===== src/rtl/crossing_lights_pkg.sv =====
package crossing_lights_pkg;

  typedef enum logic [1:0] {
    PH_AGREEN  = 2'd0,
    PH_AYELLOW = 2'd1,
    PH_BGREEN  = 2'd2,
    PH_BYELLOW = 2'd3
  } phase_t;

  // strobes from control into datapath
  typedef struct packed {
    logic clrTimer;
    logic longPhase;
  } ctrlStrobe_t;

  // status from datapath back to control
  typedef struct packed {
    logic tick;
    logic timeout;
  } dpStatus_t;

  typedef struct packed {
    logic red;
    logic yellow;
    logic green;
  } lampSet_t;

endpackage


===== src/rtl/crossing_lights_datapath.sv =====
module crossing_lights_datapath
  import crossing_lights_pkg::*;
#(
  parameter int PRESC_BITS = 22,
  parameter int GREEN_SEC  = 40,
  parameter int YELLOW_SEC = 5
) (
  input  logic        clk,
  input  logic        rst,
  input  ctrlStrobe_t ctl,
  output dpStatus_t   stat
);

  localparam int MAX_SEC = (GREEN_SEC > YELLOW_SEC) ? GREEN_SEC : YELLOW_SEC;
  localparam int TW      = (MAX_SEC > 1) ? $clog2(MAX_SEC) : 1;
  localparam logic [TW-1:0] LONG_LAST  = TW'(GREEN_SEC - 1);
  localparam logic [TW-1:0] SHORT_LAST = TW'(YELLOW_SEC - 1);

  logic [PRESC_BITS-1:0] prescCnt;
  logic [TW-1:0]         secCnt;
  logic [TW-1:0]         lastSec;
  logic                  tick;

  // free-running prescaler; enable when it wraps
  always_ff @(posedge clk) begin
    if (rst) prescCnt <= '0;
    else     prescCnt <= prescCnt + 1'b1;
  end

  assign tick = &prescCnt;

  assign lastSec = ctl.longPhase ? LONG_LAST : SHORT_LAST;

  // seconds timer, cleared on each phase change
  always_ff @(posedge clk) begin
    if (rst)               secCnt <= '0;
    else if (ctl.clrTimer) secCnt <= '0;
    else if (tick)         secCnt <= secCnt + 1'b1;
  end

  assign stat.tick    = tick;
  assign stat.timeout = tick && (secCnt == lastSec);


  timer_bound_chk: assert property (@(posedge clk) disable iff (rst)
    secCnt <= LONG_LAST || secCnt <= SHORT_LAST);


  tick_single_chk: assert property (@(posedge clk) disable iff (rst)
    tick |=> !tick);

endmodule


===== src/rtl/crossing_lights_control.sv =====
module crossing_lights_control
  import crossing_lights_pkg::*;
(
  input  logic        clk,
  input  logic        rst,
  input  dpStatus_t   stat,
  output ctrlStrobe_t ctl,
  output lampSet_t    lampA,
  output lampSet_t    lampB
);

  phase_t phase;
  phase_t phaseNext;

  always_comb begin
    case (phase)
      PH_AGREEN:  phaseNext = PH_AYELLOW;
      PH_AYELLOW: phaseNext = PH_BGREEN;
      PH_BGREEN:  phaseNext = PH_BYELLOW;
      PH_BYELLOW: phaseNext = PH_AGREEN;
      default:    phaseNext = PH_AGREEN;
    endcase
  end

  always_ff @(posedge clk) begin
    if (rst)               phase <= PH_AGREEN;
    else if (stat.timeout) phase <= phaseNext;
  end

  assign ctl.clrTimer  = stat.timeout;
  assign ctl.longPhase = (phase == PH_AGREEN) || (phase == PH_BGREEN);

  always_comb begin
    lampA = '{red: 1'b0, yellow: 1'b0, green: 1'b0};
    lampB = '{red: 1'b0, yellow: 1'b0, green: 1'b0};
    case (phase)
      PH_AGREEN:  begin lampA.green  = 1'b1; lampB.red    = 1'b1; end
      PH_AYELLOW: begin lampA.yellow = 1'b1; lampB.red    = 1'b1; end
      PH_BGREEN:  begin lampA.red    = 1'b1; lampB.green  = 1'b1; end
      default:    begin lampA.red    = 1'b1; lampB.yellow = 1'b1; end
    endcase
  end


  reset_phase_chk: assert property (@(posedge clk)
    rst |=> phase == PH_AGREEN);


  hold_phase_chk: assert property (@(posedge clk) disable iff (rst)
    !stat.timeout |=> $stable(phase));


  advance_phase_chk: assert property (@(posedge clk) disable iff (rst)
    stat.timeout |=> phase != $past(phase));


  ag_to_ay_chk: assert property (@(posedge clk) disable iff (rst)
    (phase == PH_AGREEN && stat.timeout) |=> phase == PH_AYELLOW);


  one_lamp_a_chk: assert property (@(posedge clk) disable iff (rst)
    $countones({lampA.red, lampA.yellow, lampA.green}) == 1);


  one_lamp_b_chk: assert property (@(posedge clk) disable iff (rst)
    $countones({lampB.red, lampB.yellow, lampB.green}) == 1);


  no_dual_green_chk: assert property (@(posedge clk) disable iff (rst)
    !(lampA.green && lampB.green));

endmodule


===== src/rtl/crossing_lights.sv =====
module crossing_lights
  import crossing_lights_pkg::*;
#(
  parameter int PRESC_BITS = 22,
  parameter int GREEN_SEC  = 40,
  parameter int YELLOW_SEC = 5
) (
  input  logic clk,
  input  logic rst,
  output logic aRed,
  output logic aYellow,
  output logic aGreen,
  output logic bRed,
  output logic bYellow,
  output logic bGreen
);

  ctrlStrobe_t ctl;
  dpStatus_t   stat;
  lampSet_t    lampA;
  lampSet_t    lampB;

  crossing_lights_datapath #(
    .PRESC_BITS(PRESC_BITS),
    .GREEN_SEC (GREEN_SEC),
    .YELLOW_SEC(YELLOW_SEC)
  ) u_datapath (
    .clk (clk),
    .rst (rst),
    .ctl (ctl),
    .stat(stat)
  );

  crossing_lights_control u_control (
    .clk  (clk),
    .rst  (rst),
    .stat (stat),
    .ctl  (ctl),
    .lampA(lampA),
    .lampB(lampB)
  );

  assign aRed    = lampA.red;
  assign aYellow = lampA.yellow;
  assign aGreen  = lampA.green;
  assign bRed    = lampB.red;
  assign bYellow = lampB.yellow;
  assign bGreen  = lampB.green;

endmodule


===== config.mk =====
export PLATFORM = sky130hd
export DESIGN_NAME = crossing_lights
export DESIGN_NICKNAME = d
export VERILOG_FILES = /design/src/rtl/crossing_lights_pkg.sv /design/src/rtl/crossing_lights_datapath.sv /design/src/rtl/crossing_lights_control.sv /design/src/rtl/crossing_lights.sv
export SDC_FILE = /design/constraint.sdc
export NUM_CORES = 1
export LEC_CHECK = 0
export ABC_AREA = 1
export BUFFER_PORTS_ARGS = -buffer_cell sky130_fd_sc_hd__clkbuf_2
export CAP_MARGIN = 20
export CORE_ASPECT_RATIO = 1.4
export CORE_MARGIN = 4
export CORE_UTILIZATION = 40
export DETAILED_ROUTE_END_ITERATION = 10
export GPL_TIMING_DRIVEN = 1
export PLACE_DENSITY = 0.63
export SYNTH_ARGS = -nofsm -noshare
export SYNTH_HDL_FRONTEND = slang
export SYNTH_SLANG_ARGS = --single-unit
export TNS_END_PERCENT = 1

===== constraint.sdc =====
create_clock -name clk -period 2.12 [get_ports clk]
set_input_delay 0.212 -clock clk [delete_from_list [all_inputs] [get_ports clk]]
set_output_delay 0.212 -clock clk [all_outputs]
set_load 0.05 [all_outputs]

==> impl_metrics.env <==
export IMPL_vdd_ir_drop_max_mv=0.335
export IMPL_fin_hold_ws_ns=0.221
export IMPL_cts_reportedPaths_clkPinSlew_ns=0.07
export IMPL_die_h_um=83.2
export IMPL_setup_violations=0
export IMPL_hold_path_class="in2reg"
export IMPL_io_buffer_count=7
export IMPL_core_um2=3920
export IMPL_wirelength_um=2910
export IMPL_cts_buffer_depth=2
export IMPL_critPathKind="reg2reg"
export IMPL_postCtsResizedCells=0
export IMPL_power_mw=1.08
export IMPL_seq_area_frac_synth_pct=37.2
export IMPL_end_kind="flip-flop"
export IMPL_synth_seq_cells=30
export IMPL_die_w_um=61.7
export IMPL_slew_viol_final=0
export IMPL_dieArea_um2=5130
export IMPL_insertion_delay_ns=0.28
export IMPL_grt_pass1_vias=1254
export IMPL_setup_ws_ns=0.333
export IMPL_drcViolationCount=0
export IMPL_cts_tree="built"
export IMPL_drive_gt1_share_pct=15.0
export IMPL_grt_use_total_pct=13.3
export IMPL_synth_area_leader_cell="dfxtp_1"
export IMPL_crit_path_start_kind="flip-flop"
export IMPL_finalCriticalPeriod_ns=1.79
export IMPL_crit_fanout=7
export IMPL_required_ns=2.29
export IMPL_place_congestion=0.733
export IMPL_firstDrtPassIters=4
export IMPL_root_buffer="clkbuf_8"
export IMPL_htree_levels=2
export IMPL_finalClockSkew_ns=0.00524
export IMPL_ys_warn_count=0
export IMPL_grt_start_max_net_pins=18
export IMPL_start_util_pct=41.2
export IMPL_fill_cells=423
export IMPL_leakagePower_nw=0.718
export IMPL_clock_sinks=30
export IMPL_finalHoldViolCount=0
export IMPL_cts_buffers_inserted=5
export IMPL_ctsHoldBuffers=0
export IMPL_num_antenna_cells=0
export IMPL_drt_wirelength_per_cell_um=10.3
export IMPL_synth_area_leaders="dfxtp_1, nand2_1, nor2_1"
export IMPL_avgSynthCellArea_um2=7.08
export IMPL_row_count=27
export IMPL_grt_overflow=0
export IMPL_cap_violations=0
export IMPL_synthToLayoutAreaGrowth_pct=10.3
export IMPL_grt_antenna_before_repair=0
export IMPL_fin_util_pct=45.5
export IMPL_synth_distinct_cells=25
export IMPL_dpl_cell_count=275
export IMPL_synth_area_um2=1620
export IMPL_syn_inst=228
export IMPL_arrival_ns=1.95
export IMPL_vias=1359
export IMPL_drt_iter0_markers=81
export IMPL_min_period_over_period_pct=84.3
export IMPL_routed_via_density=4.80
export IMPL_grt_pass1_wl_um=5330
export IMPL_worst_pin_slew_ns=0.556
export IMPL_antenna_left=0
export IMPL_p_per_area_nw_per_um2=604
export IMPL_rrSetupSlack_ns=0.33
export IMPL_pin_count=8
export IMPL_post_dp_hpwl_um=2150
export IMPL_finalSetupTns_ns=0
export IMPL_cts_setup_buffers=0
export IMPL_dp_slack_ns=0.345
export IMPL_syn_num_nets=236
export IMPL_status="finished, final reports clean"
export IMPL_final_cells=283
export IMPL_hold_start="rst"
export IMPL_synth_top_area_share_pct=37.2
export IMPL_fmax_ghz=0.559
export IMPL_post_dp_cell_area_um2=1690
export IMPL_crit_start="u_control.phase[0]"
export IMPL_final_nets=247
export IMPL_fin_area_um2=1780
export IMPL_max_slew_margin_rel_pct=62.9
export IMPL_rsz0062_at_grt="no"
export IMPL_r2r_start="u_control.phase[0]"
layout make-up:
class                      instances  area, um^2  share of cell area, %
sequential                        30         601                   33.7
clock buffer                       6        82.6                   4.63
timing repair buffer               7        35.0                   1.97
clock inverter                     2        12.5                  0.702
multi-input combinational        166         888                   49.9
inverter                          29         109                   6.11
tap                               43        53.8                   3.02
registers in the layout (all words and copies together) (netlist names):
register             count
u_datapath.prescCnt     22
u_control.phase          2
u_datapath.secCnt        6
path summary, 6_finish.rpt:
kind	endpoint	cells after the start
max	u_datapath.secCnt[0]	8
min	u_datapath.prescCnt[0]	2
min reg2reg	u_datapath.prescCnt[0]	1
max reg2reg	u_datapath.secCnt[0]	8
routing by layer:
metal | global-route usage [%] | up-vias | share of wire [%]
met5 | 0 | - | 0
met4 | 5.79 | 0 | 2.3
met3 | 3.73 | 6 | 3.3
met2 | 20.8 | 15 | 48
met1 | 16.6 | 592 | 47
li1 | - | 746 | -
logic make-up after synthesis:
group / Yosys count / share of synthesized area [%]
buffers and inverters: 32 / 7.98
XOR/XNOR: 7 / 3.80
adder cells (fa/ha/maj): 6 / 4.65
AO/OA/AOI/OAI: 26 / 9.06
AND/OR/NAND/NOR: 127 / 37.3
flip-flops: 30 / 37.2
cell usage in the layout (no fill, tap or decap), types with 2 or more instances in the layout:
cell type and instances:
nor3_1 3, xor2_1 5, o21a_1 2, a21oi_1 9
nand2_2 3, nor2_4 2, nand4_1 8, nor2_1 40
xnor2_1 2, clkbuf_8 6, dfxtp_1 30, o21ai_0 14
inv_2 2, nand2_1 41, clkbuf_2 7, nand2_4 2
nor2_2 9, ha_1 6, inv_1 27, nand3_1 16
synthesized netlist by cell type:
library cell and n:
ha_1 6, nor2_1 41, o21ai_4 1, nor2_4 2, buf_2 1, nand3_1 16, nor2_8 1, buf_6 1
inv_1 27, nand3_2 1, xnor2_1 2, dfxtp_1 30, a21oi_1 9, o21a_1 2, and3_1 1, nor3_1 3
xor2_1 5, nand4_1 8, nor2_2 8, nand2_1 41, clkbuf_1 1, nand2_4 2, inv_2 2, o21ai_0 14
nand2_2 3
where the power goes:
part           switching [mW]  leakage (nW)  internal (mW)
combinational          0.0172         0.429        0.00882
sequential            0.00327         0.242          0.568
clock                   0.218        0.0472          0.260
worst max-delay path: stages (launching register included):
cell     delay, ns
dfxtp_1       0.43
inv_1         0.11
ha_1          0.25
nor2_1        0.19
nor2_1        0.06
nor2_1        0.09
nand3_1       0.16
o21ai_4       0.31
nor2_1        0.06
(Power assumes the default switching activity.)
